<file path="src/rtl/ifu_pkg.sv">
package ifu_pkg;

  // Strobes passed from the control to the datapath for one PC update
  typedef struct packed {
    logic clearPc;     // force PC to zero at this falling edge
    logic pickTarget;  // load branch target instead of PC + step
  } pcStrobe_t;

endpackage

</file>
<file path="src/rtl/ifu_ctrl.sv">
module ifu_ctrl
  import ifu_pkg::*;
(
  input  logic      rst,
  input  logic      brSel,
  input  logic      aluZero,
  output pcStrobe_t strobe
);

  // Taken only for a branch whose compare came out equal; reset wins
  always_comb begin
    strobe.clearPc    = rst;
    strobe.pickTarget = brSel & aluZero & ~rst;
  end

endmodule

</file>
<file path="src/rtl/ifu_datapath.sv">
module ifu_datapath
  import ifu_pkg::*;
#(
  parameter int          PC_W        = 32,
  parameter int          OFF_W       = 16,
  parameter int          INSTR_W     = 32,
  parameter int          INSTR_BYTES = 4,
  parameter int          ROM_ADDR_W  = 6,
  parameter logic [31:0] ROM_MUL     = 32'h0001_0003,
  parameter logic [31:0] ROM_SEED    = 32'hA5C3_0000
) (
  input  logic               clk,
  input  pcStrobe_t          strobe,
  input  logic [OFF_W-1:0]   brOffset,
  output logic [PC_W-1:0]    pcOut,
  output logic [INSTR_W-1:0] instrOut
);

  localparam int ALIGN_W   = $clog2(INSTR_BYTES);
  localparam int ROM_DEPTH = 1 << ROM_ADDR_W;
  localparam int IDX_LO    = ALIGN_W;
  localparam int IDX_HI    = ROM_ADDR_W + ALIGN_W - 1;
  localparam int EXT_W     = PC_W - OFF_W - ALIGN_W;
  localparam logic [PC_W-1:0] STEP = PC_W'(INSTR_BYTES);

  logic [PC_W-1:0]    pcReg;
  logic [PC_W-1:0]    seqPc;
  logic [PC_W-1:0]    offBytes;
  logic [PC_W-1:0]    targetPc;
  logic [PC_W-1:0]    nextPc;
  logic [INSTR_W-1:0] romWords [ROM_DEPTH];

  // Read-only instruction store, one word per index, computed at elaboration
  for (genvar g = 0; g < ROM_DEPTH; g++) begin : g_rom
    assign romWords[g] = (INSTR_W'(g) * INSTR_W'(ROM_MUL)) ^ INSTR_W'(ROM_SEED);
  end

  // Next-address arithmetic
  assign seqPc    = pcReg + STEP;
  assign offBytes = {{EXT_W{brOffset[OFF_W-1]}}, brOffset, {ALIGN_W{1'b0}}};
  assign targetPc = seqPc + offBytes;
  assign nextPc   = strobe.pickTarget ? targetPc : seqPc;

  // PC register, falling-edge loaded
  always_ff @(negedge clk) begin
    if (strobe.clearPc) pcReg <= '0;
    else                pcReg <= nextPc;
  end

  assign pcOut    = pcReg;
  assign instrOut = romWords[pcReg[IDX_HI:IDX_LO]];

  // reset drives the PC to zero at the next falling edge
  p_reset_zero_r6: assert property (@(negedge clk)
    strobe.clearPc |=> (pcOut == '0));

  // a taken branch moves the PC by one step plus the scaled signed offset
  p_taken_target_r4: assert property (@(negedge clk) disable iff (strobe.clearPc)
    strobe.pickTarget |=>
      ((pcOut - $past(pcOut)) == (STEP + (PC_W'(signed'($past(brOffset))) << ALIGN_W))));

  // the PC never leaves word alignment
  p_aligned_r10: assert property (@(negedge clk) disable iff (strobe.clearPc)
    pcOut[ALIGN_W-1:0] == '0);

endmodule

</file>
<file path="src/rtl/ifetch_unit.sv">
module ifetch_unit
  import ifu_pkg::*;
#(
  parameter int PC_W       = 32,
  parameter int OFF_W      = 16,
  parameter int INSTR_W    = 32,
  parameter int ROM_ADDR_W = 6
) (
  input  logic               clk,
  input  logic               rst,
  input  logic               brSel,
  input  logic               aluZero,
  input  logic [OFF_W-1:0]   brOffset,
  output logic [PC_W-1:0]    pcOut,
  output logic [INSTR_W-1:0] instrOut
);

  localparam logic [PC_W-1:0] SEQ_STEP = PC_W'(4);

  pcStrobe_t strobe;

  ifu_ctrl u_ctrl (
    .rst     (rst),
    .brSel   (brSel),
    .aluZero (aluZero),
    .strobe  (strobe)
  );

  ifu_datapath #(
    .PC_W        (PC_W),
    .OFF_W       (OFF_W),
    .INSTR_W     (INSTR_W),
    .INSTR_BYTES (4),
    .ROM_ADDR_W  (ROM_ADDR_W)
  ) u_dp (
    .clk      (clk),
    .strobe   (strobe),
    .brOffset (brOffset),
    .pcOut    (pcOut),
    .instrOut (instrOut)
  );

  // a non-branch instruction steps sequentially whatever the zero flag says
  p_seq_step_r2: assert property (@(negedge clk) disable iff (rst)
    !brSel |=> (pcOut == $past(pcOut) + SEQ_STEP));

  // a branch whose compare failed also steps sequentially
  p_not_taken_r3: assert property (@(negedge clk) disable iff (rst)
    (brSel && !aluZero) |=> (pcOut == $past(pcOut) + SEQ_STEP));

endmodule

</file>
<file path="config.mk">
export PLATFORM = sky130hd
export DESIGN_NAME = ifetch_unit
export DESIGN_NICKNAME = d
export VERILOG_FILES = /design/src/rtl/ifu_pkg.sv /design/src/rtl/ifu_ctrl.sv /design/src/rtl/ifu_datapath.sv /design/src/rtl/ifetch_unit.sv
export SDC_FILE = /design/constraint.sdc
export NUM_CORES = 1
export LEC_CHECK = 0
export BUFFER_PORTS_ARGS = -buffer_cell sky130_fd_sc_hd__buf_4
export CAP_MARGIN = 25
export CORE_MARGIN = 2
export CORE_UTILIZATION = 50
export DETAILED_ROUTE_END_ITERATION = 16
export GPL_ROUTABILITY_DRIVEN = 1
export GPL_TIMING_DRIVEN = 0
export PLACE_DENSITY = 0.75
export SYNTH_ARGS = -nofsm -noshare
export SYNTH_HDL_FRONTEND = slang
export SYNTH_SLANG_ARGS = --single-unit
</file>
<file path="constraint.sdc">
create_clock -name clk -period 9.1 [get_ports clk]
set_input_delay 2.275 -clock clk [delete_from_list [all_inputs] [get_ports clk]]
set_output_delay 2.275 -clock clk [all_outputs]
set_load 0.02 [all_outputs]
</file>
== Word-level counts from Yosys, hierarchy flattened ==
Memories as Yosys holds them, arrays and structs flattened.
Cells that the tools add are included.
Word-level totals
  memories kept: 1
  output and inout bits: 64
  ROM bits: 2048
  flip-flop bits (word level): 32
Cells by class
  add/sub/neg operators: 2
  bitwise gates (word level): 4
  $lt $le $gt $ge: 1
  muxes and demuxes: 3
Memories
  (name not given): words 64, bits a word 32, rd ports 1, clocked after Yosys merged registers in 0, wr ports 0, line ifu_datapath.sv:51  | assign instrOut = romWords[pcReg[IDX_HI:IDX_LO]];
Operator list (number)
  32-bit 2-to-1 mux: 3
  32-bit by 3-bit adder with 32-bit output (second input constant): 1
  32-bit adder: 1
  7-bit greater-or-equal comparator (second input constant): 1
  6-bit inverter with 7-bit output: 1
  1-bit AND: 2
  1-bit inverter: 1

== Longest topological paths before layout ==
Gate-level depths: netlist (run 1).
  word-level depth: 4
  depth in mapped cells: 17
  depth with buffers taken out: 15

== Modules after synthesis ==
From an unflattened synthesis (run 1), not the netlist that was laid out.
Unflattened totals
  cell total of the unflattened synthesis: 461
  area, all modules: 3557.2 um^2
By module, submodules not included
  ifu_datapath: cells each 459, area each 3540.9 um^2, seq. area each 600.6 um^2, times used 1
  ifu_ctrl: cells each 2, area each 16.3 um^2, seq. area each 0.0 um^2, times used 1

==> flow_summary.toml, run 1 <==
[outcome]
status = "complete, no violations"

[die]
rows = 30
ios = 84
initial_utilization_pct = 51.85
die_area_um2 = 7774
die_x_um = 88.17
core-area_um2 = 6832
fp.dieH_um = 88.17

[yosys]
synth-main-ff-cell = "dfxtp_1"
synth-seq-cells = 30
synthArstFlopShare_pct = 0
syn_area_per_cell_um2 = 7.536
syn_area_um2 = 3542
synth_cell_types = 48
synth_edf_count = 0
synth-seq-area-share_pct = 16.96
synth_cells = 470
ys_warn_count = 0

[cells_and_area]
largest_register_ffs = 30
post-route-util_pct = 65.51
regArea_um2 = 600.6
fin_area_um2 = 4476
multi_input_area_um2 = 2705
n_fill_cell = 630
fin_nets = 650
syn2layout_area_growth_pct = 26.35
antenna_cells = 0
final_layout_size_suffix_gt1_share_pct = 18.85

[placement]
place_congestion = 0.9961
port_buffers = 63
hpwlAfterDp_mm = 7.927
place_area_um2 = 4203
place_ws_ns = -0.4341

[timing]
finalWorstSetupSlack_ns = 0.05713
holdWs_ns = 0.5628
tightest_slew_ns = 0.5784
slew_violations = 0
relSlewSlack_pct = 61.44
setup_viol = 0
skew_ns = 0.01374
grt_setup_unrepaired = "true"
finalHoldViolCount = 0

[critical_path]
crit_slowest_cell = "ha_1"
rr_worst_depth = 16
cp.arrival_ns = 4.72
worst-path-max-fanout = 5
cpLargestDelayFamily = "compound AO/OA/AOI/OAI gates"
crit_cells = 11
required_ns = 4.78
path_buf_inv = 2
path_cells = "buf_4, ha_1, nand3_1, o211ai_1, nand4_1, buf_4, a21boi_2, a211oi_2, o21ai_1, mux2i_1, mux2_2"
critPathKind = "primary input to register"
endpoint_kind = "register"
path_common_cell = "buf_4"
crit_path_start_kind = "primary input"
slowest_delay_ns = 0.36

[global_routing]
antenna_found_initial = 0
grt_pass1_wl_mm = 15.54
grt-ovfl-total = 0
grtUsageTotal_pct = 25.19
grt_max_degree = 22
grt_pass1_vias = 3510

[cts]
cts_tree = "built"
clock_path_buffers = 2
numClockSinks = 30
clkTransAtPathRegs_ns = 0.04
ctsHoldBuffers = 0
h-tree-depth = 2
clk_latency_ns = 0.35
cts_buffers = 5
clockRootBuffer = "clkbuf_8"

[drt]
avgRoutedWirePerCell_um = 14.56
ant_nets = 0
totalWireLength_mm = 9.977
drt_iter0_drc = 193
routed-via-count = 3694
route.detailed.drc = 0
vias_per_cell = 5.393
dr.pass1.iters = 4

[pwr]
swShare_pct = 40.49
seq_power_share_pct = 24.5
vdd_drop_max_mv = 0.06803
leakagePower_nw = 2.252
power_frac_comb_pct = 43.0
p_sw_w = 0.0002633
clkPwrFrac_pct = 32.6
power_density_nw_per_um2 = 145.3
p_int_w = 0.0003870
total_power_w = 0.0006503

[worst_hold_path]
holdPathStages = 1
hp-class = "register to register"

[job]
cap_viol_max_count = 0
==> worst paths after layout <==
check	from	end	slack, ns
min	u_dp.pcOut[2]	u_dp.pcOut[2]	0.56
max	brOffset[4]	u_dp.pcOut[31]	0.06
max reg2reg	u_dp.pcOut[7]	u_dp.pcOut[31]	5.01
min reg2reg	u_dp.pcOut[2]	u_dp.pcOut[2]	0.56
==> cell families after synthesis <==
kind of cell	synth area share [%]
muxes	0.6005
buffers and inverters	9.148
xor gates and xnor gates	13.10
other	0.2120
AOI/OAI and AO/OA	22.57
adders and majority gates	14.69
and+or+nand+nor	22.71
DFF	16.96
==> cells in the final DEF (no fill, tap or decap), types with 5 or more instances in the layout <==
master / instances
o21bai_1: 5
ha_1: 40
and3_1: 7
xnor2_1: 35
clkbuf_1: 12
a211oi_1: 23
nand2b_1: 6
nor2_1: 53
buf_4: 91
xor2_1: 18
o21ai_0: 14
a21oi_1: 32
dfxtp_1: 30
nand3_1: 18
conb_1: 20
a21o_1: 18
nor3_1: 9
clkbuf_8: 5
nand2_1: 32
nand4_1: 11
inv_1: 47
==> synthesized netlist by cell type, types with 5 or more instances <==
cell      number  share of area (%)
xnor2_1       35                8.7
o21bai_1       5                1.1
buf_4         26                5.5
nand3_1       19                2.7
a21oi_1       33                4.7
nand2b_1       6                1.1
dfxtp_1       30                 17
ha_1          40                 14
inv_1         18                1.9
a21o_1        18                3.8
nand4_1       11                1.9
nor2_1        53                5.6
clkbuf_1      12                1.3
o21ai_0       15                2.1
xor2_1        18                4.5
and3_1         7                1.2
nor3_1         9                1.3
a211oi_1      24                5.1
nand2_1       32                3.4
==> final cells by class <==
| type | instances | area share, % |
|---|---|---|
| Clock buffer | 5 | 1.538 |
| Clock inverter | 32 | 3.858 |
| Timing Repair Buffer | 65 | 10.90 |
| Multi-Input combinational cell | 398 | 60.44 |
| Tap cell | 96 | 2.684 |
| Buffer | 42 | 5.731 |
| Inverter | 17 | 1.426 |
| Sequential cell | 30 | 13.42 |
==> worst reg2reg max path, stage by stage, from the launching register on <==
cell      delay [ns]
dfxtp_1         0.49
and3_1          0.25
and4_4          0.27
nand4_1         0.21
nor2_1          0.27
nand3_1         0.13
xnor2_1         0.27
ha_1            0.29
clkbuf_2        0.16
a21oi_1         0.20
o21bai_1        0.08
a21oi_1         0.17
nand2_1         0.09
a211oi_2        0.34
o21ai_1         0.19
mux2i_1         0.24
mux2_2          0.36
==> stage by stage <==
stage	std cells	TNS, ns
2_1_floorplan	488	0
3_3_place_gp	647	-2.192
3_5_place_dp	647	-2.431
4_1_cts	683	0
5_1_grt	685	-0.04533
6_report	685	0
==> power groups by stage <==
stage,registers (W),logic [W],clock network [W]
finish,0.000159,0.000279,0.000212
global route,0.000160,0.000305,0.000230
CTS,0.000159,0.000275,0.000216
detailed placement,0.000161,0.000272,0.0000208
global placement,0.000160,0.000267,0.0000208
floorplan,0.000172,0.000181,0.0000208
==> metal layers <==
| layer | GRT usage (%) | vias to the layer above | share of wire, % |
|---|---|---|---|
| li1 | - | 1866 | - |
| met2 | 42.99 | 116 | 49 |
| met3 | 3.959 | 9 | 5.6 |
| met5 | 0 | - | 0 |
| met4 | 10.47 | 0 | 1.4 |
| met1 | 31.49 | 1703 | 44 |
==> timing repair <==
| action | 4_1_cts | 5_1_grt |
|---|---|---|
| endpoints found under the setup margin | 2 | 5 |
| pin swaps | 0 | 3 |
| setup buffers | 0 | 2 |
| gates resized for setup | 3 | 2 |
| endpoints found under the hold margin | 0 | 0 |
(Power assumes the default switching activity.)
==> run 2, diff against run 1 <==
- CAP_MARGIN: 25 -> 0
- CORE_ASPECT_RATIO: default -> 0.75
==> flow_summary.toml, run 2 (synthesis gave the netlist of run 1 again) <==
[outcome]
status = "complete, no violations"

[die]
fp.dieH_um = 76.89
initial_utilization_pct = 51.85
die_area_um2 = 7781
die_x_um = 101.2
core-area_um2 = 6832
rows = 26
ios = 84

[global_routing]
grt_pass1_wl_mm = 16.57
antenna_found_initial = 0
grt_max_degree = 22
grtUsageTotal_pct = 26.25
grt-ovfl-total = 0
grt_pass1_vias = 3405

[cells_and_area]
final_common_cell = "buf_4"
most-common-layout-cells = "90 x buf_4, 53 x nor2_1, 47 x inv_1"
final_layout_size_suffix_gt1_share_pct = 19.49
post-route-util_pct = 65.42
syn2layout_area_growth_pct = 26.17
antenna_cells = 0
largest_register_ffs = 30
fin_nets = 650

[worst_hold_path]
hp-class = "register to register"
hold_path_end = "u_dp.pcOut[2]"
holdPathStages = 1
hp-start = "u_dp.pcOut[2]"

[drt]
dr.pass1.iters = 6
avgRoutedWirePerCell_um = 15.13
route.detailed.drc = 0
ant_nets = 0
drt_iter0_drc = 287
vias_per_cell = 5.644
routed-via-count = 3804
totalWireLength_mm = 10.20

[critical_path]
required_ns = 4.77
r2r_end = "u_dp.pcOut[31]"
cp.arrival_ns = 4.72
endpoint_kind = "register"
critPathKind = "primary input to register"
worst-path-max-fanout = 4
r2r_slack_ns = 4.88
rr_worst_depth = 16
r2r-start = "u_dp.pcOut[5]"
crit_path_start_kind = "primary input"

[cts]
clock_path_buffers = 2
h-tree-depth = 2
cts_buffers = 5
clkTransAtPathRegs_ns = 0.03
numClockSinks = 30
clockRootBuffer = "clkbuf_8"
clk_latency_ns = 0.35
cts_tree = "built"
ctsHoldBuffers = 0

[timing]
slew_violations = 0
skew_ns = 0.02031
relSlewSlack_pct = 59.06
setup_viol = 0
finalWorstSetupSlack_ns = 0.05656
finalHoldViolCount = 0
tns_ns = 0
holdWs_ns = 0.5685
tightest_slew_ns = 0.6141

[pwr]
power_density_nw_per_um2 = 141.8
vdd_drop_max_mv = 0.09904
total_power_w = 0.0006338
leakagePower_nw = 2.246

[placement]
place_congestion = 0.9406
place_ws_ns = -0.4981
port_buffers = 63
hpwlAfterDp_mm = 7.992

[job]
cap_viol_max_count = 0
-- run 2: changes by cell type in the layout (fill, tap and decap cells not counted), sizes merged --
cell | before | now
bufinv | 2 | 1
clkinv | 0 | 1
clkinvlp | 0 | 1
-- run 2: final cells by class --
type	instances	area, um2
flip-flops and latches	30	600.6
multi-input cells	398	2726
clock inverters	33	156.4
well taps	84	105.1
inverters	17	63.81
plain buffers	42	256.5
repair buffers	65	491.7
fillers	582	2362
clock buffers	5	68.82
-- run 2: layer usage --
metal / GRT usage, % / share of wire [%] / up-vias
li1: - / - / 1865
met1: 39.53 / 49 / 1733
met2: 38.48 / 42 / 196
met3: 4.467 / 9.2 / 10
met4: 6.216 / 0.62 / 0
met5: 0 / 0 / -
-- run 2: report_power, final --
group / internal (W) / switching [W] / leakage, nW
registers: 0.000144 / 0.0000156 / 0.247
logic: 0.000120 / 0.000168 / 1.78
clock network: 0.0000987 / 0.0000878 / 0.214
-- run 2: timing repair --
action                     in CTS  in global routing
pin swaps                       1                  3
gates resized for setup         5                  6
setup buffers                   0                  2
setup endpoints to repair       4                  6
-- run 2: metrics by stage --
stage	instances	instance area, um2
after floorplan	488	3610
after global placement	635	4188
after detailed placement	635	4188
after CTS	672	4425
after global routing	674	4469
final	674	4469
-- run 2: worst max path at each step --
stage | endpoint | slack (ns) | cells after the start | start
after global placement | u_dp.pcOut[22] | -0.49 | 11 | brOffset[0]
after global routing | u_dp.pcOut[31] | -0.02 | 10 | brOffset[4]
after CTS | u_dp.pcOut[30] | -0.009 | 11 | brOffset[0]
final | u_dp.pcOut[31] | 0.06 | 10 | brOffset[2]
after detailed placement | u_dp.pcOut[30] | -0.50 | 11 | brOffset[0]
after floorplan | u_dp.pcOut[30] | 0.10 | 10 | brOffset[0]
-- run 2: worst max-delay path, cell delays in order --
cell	delay [ns]
buf_4	0.11
ha_1	0.35
nand3_1	0.10
o211ai_1	0.38
nand4_1	0.23
a21boi_2	0.24
a211oi_2	0.12
o21ai_1	0.20
mux2i_1	0.33
mux2_2	0.38
==> run 3, diff against run 2 <==
- GPL_TIMING_DRIVEN: 0 -> default
==> flow_summary.toml, run 3 (synthesis gave the netlist of run 1 again) <==
[cells_and_area]
most-common-layout-cells = "113 x buf_4, 53 x nor2_1, 47 x inv_1"
n_fill_cell = 554
final_layout_size_suffix_gt1_share_pct = 22.11
syn2layout_area_growth_pct = 29.32
fin_cells = 681
fin_nets = 657
final_common_cell = "buf_4"
antenna_cells = 0
post-route-util_pct = 67.05
largest_register_ffs = 30

[drt]
dr.pass1.iters = 7
routed-via-count = 3905
ant_nets = 0
route.detailed.drc = 0
vias_per_cell = 5.734
avgRoutedWirePerCell_um = 16.12
totalWireLength_mm = 10.98
drt_iter0_drc = 347

[job]
cap_viol_max_count = 0

[pwr]
p_sw_w = 0.0002854
power_density_nw_per_um2 = 150.6
seq_power_share_pct = 23.3
vdd_drop_max_mv = 0.07285
power_frac_comb_pct = 44.2
p_int_w = 0.0004046
swShare_pct = 41.36
total_power_w = 0.0006900
clkPwrFrac_pct = 32.5
leakagePower_nw = 2.337

[cts]
clockRootBuffer = "clkbuf_8"
h-tree-depth = 2
ctsHoldBuffers = 0
cts_buffers = 5
clk_latency_ns = 0.36
clock_path_buffers = 2
cts_tree = "built"
clkTransAtPathRegs_ns = 0.04
numClockSinks = 30

[placement]
place_ws_ns = -0.2466
hpwlAfterDp_mm = 8.602
port_buffers = 63
place_congestion = 0.9198
numPlacedInstances = 643

[timing]
finalHoldViolCount = 0
tightest_slew_ns = 0.6150
setup_viol = 0
relSlewSlack_pct = 58.90
tns_ns = 0
slew_violations = 0
finalWorstSetupSlack_ns = 0.1309
skew_ns = 0.01847

[critical_path]
required_ns = 4.79
crit_path_start_kind = "primary input"
cpLargestDelayFamily = "compound AO/OA/AOI/OAI gates"
cp.arrival_ns = 4.66
path_buf_inv = 2
slowest_delay_ns = 0.36
worst-path-max-fanout = 5
crit_slowest_cell = "ha_1"
path_cells = "buf_4, ha_1, nand3_1, o211ai_1, nand4_1, buf_4, a21oi_1, o21ai_0, a21boi_0, o21ai_0, a32o_1"
endpoint_kind = "register"
critPathKind = "primary input to register"

[global_routing]
grtUsageTotal_pct = 28.19
grt_pass1_wl_mm = 17.45
grt_max_degree = 35
grt-ovfl-total = 0
antenna_found_initial = 0
grt_pass1_vias = 3580

[worst_hold_path]
hp-class = "register to register"

[die]
die_x_um = 101.2
fp.dieH_um = 76.89
initial_utilization_pct = 51.85
ios = 84
rows = 26
die_area_um2 = 7781
core-area_um2 = 6832

[outcome]
status = "complete, no violations"
[run 3: through the flow]
| stage | hold slack [ns] | area [um2] |
|---|---|---|
| detailed placement | 0.5921 | 4319 |
| finish | 0.5867 | 4581 |
| floorplan | 0.6460 | 3610 |
| global route | 0.6203 | 4581 |
| CTS | 0.5965 | 4563 |
| global placement | 0.5688 | 4319 |
[run 3: worst reg2reg max path: stages (launching register included)]
cell	delay [ns]
dfxtp_1	0.56
and3_1	0.28
and4_4	0.27
nand4_1	0.19
nor2_1	0.32
nand3_1	0.14
xnor2_1	0.43
ha_1	0.37
a21oi_1	0.24
o21bai_1	0.11
a21oi_1	0.17
nand2_1	0.06
a211oi_1	0.35
o21ai_1	0.20
mux2i_1	0.21
mux2_2	0.35
[run 3: layer usage]
layer | global-route usage [%] | up-vias | routed length [um]
li1 | - | 1884 | -
met1 | 41.57 | 1807 | 5225
met2 | 40.66 | 203 | 4607
met3 | 7.566 | 11 | 1076
met4 | 6.081 | 0 | 72
met5 | 0 | - | 0
[run 3: final timing paths]
check                              startpoint  cells past startpoint              to  slack, ns
worst max-delay path              brOffset[4]                     11  u_dp.pcOut[29]       0.13
worst min-delay path            u_dp.pcOut[2]                      1   u_dp.pcOut[2]       0.59
worst max register to register  u_dp.pcOut[5]                     15  u_dp.pcOut[31]       4.74
worst min register to register  u_dp.pcOut[2]                      1   u_dp.pcOut[2]       0.59
[run 3: layout make-up]
type | instances | area, um2 | area share (%)
Clock inverter | 33 | 178.9 | 3.906
Sequential cell | 30 | 600.6 | 13.11
Timing Repair Buffer | 114 | 868.3 | 18.96
Multi-Input combinational cell | 398 | 2695 | 58.84
Tap cell | 84 | 105.1 | 2.294
Inverter | 17 | 63.81 | 1.393
Clock buffer | 5 | 68.82 | 1.502
[run 3: power by group through the flow]
stage	Clock [W]	Sequential [W]	Combinational, W
2_1_floorplan	0.0000208	0.000172	0.000181
3_3_place_gp	0.0000208	0.000161	0.000289
3_5_place_dp	0.0000208	0.000162	0.000295
4_1_cts	0.000226	0.000160	0.000298
5_1_grt	0.000238	0.000162	0.000331
6_report	0.000224	0.000161	0.000305
[run 3: timing repair]
item / 4_1_cts / 5_1_grt
setup buffers: 0 / 1
endpoints found under the setup margin: 0 / 2
gates resized for setup: 0 / 2
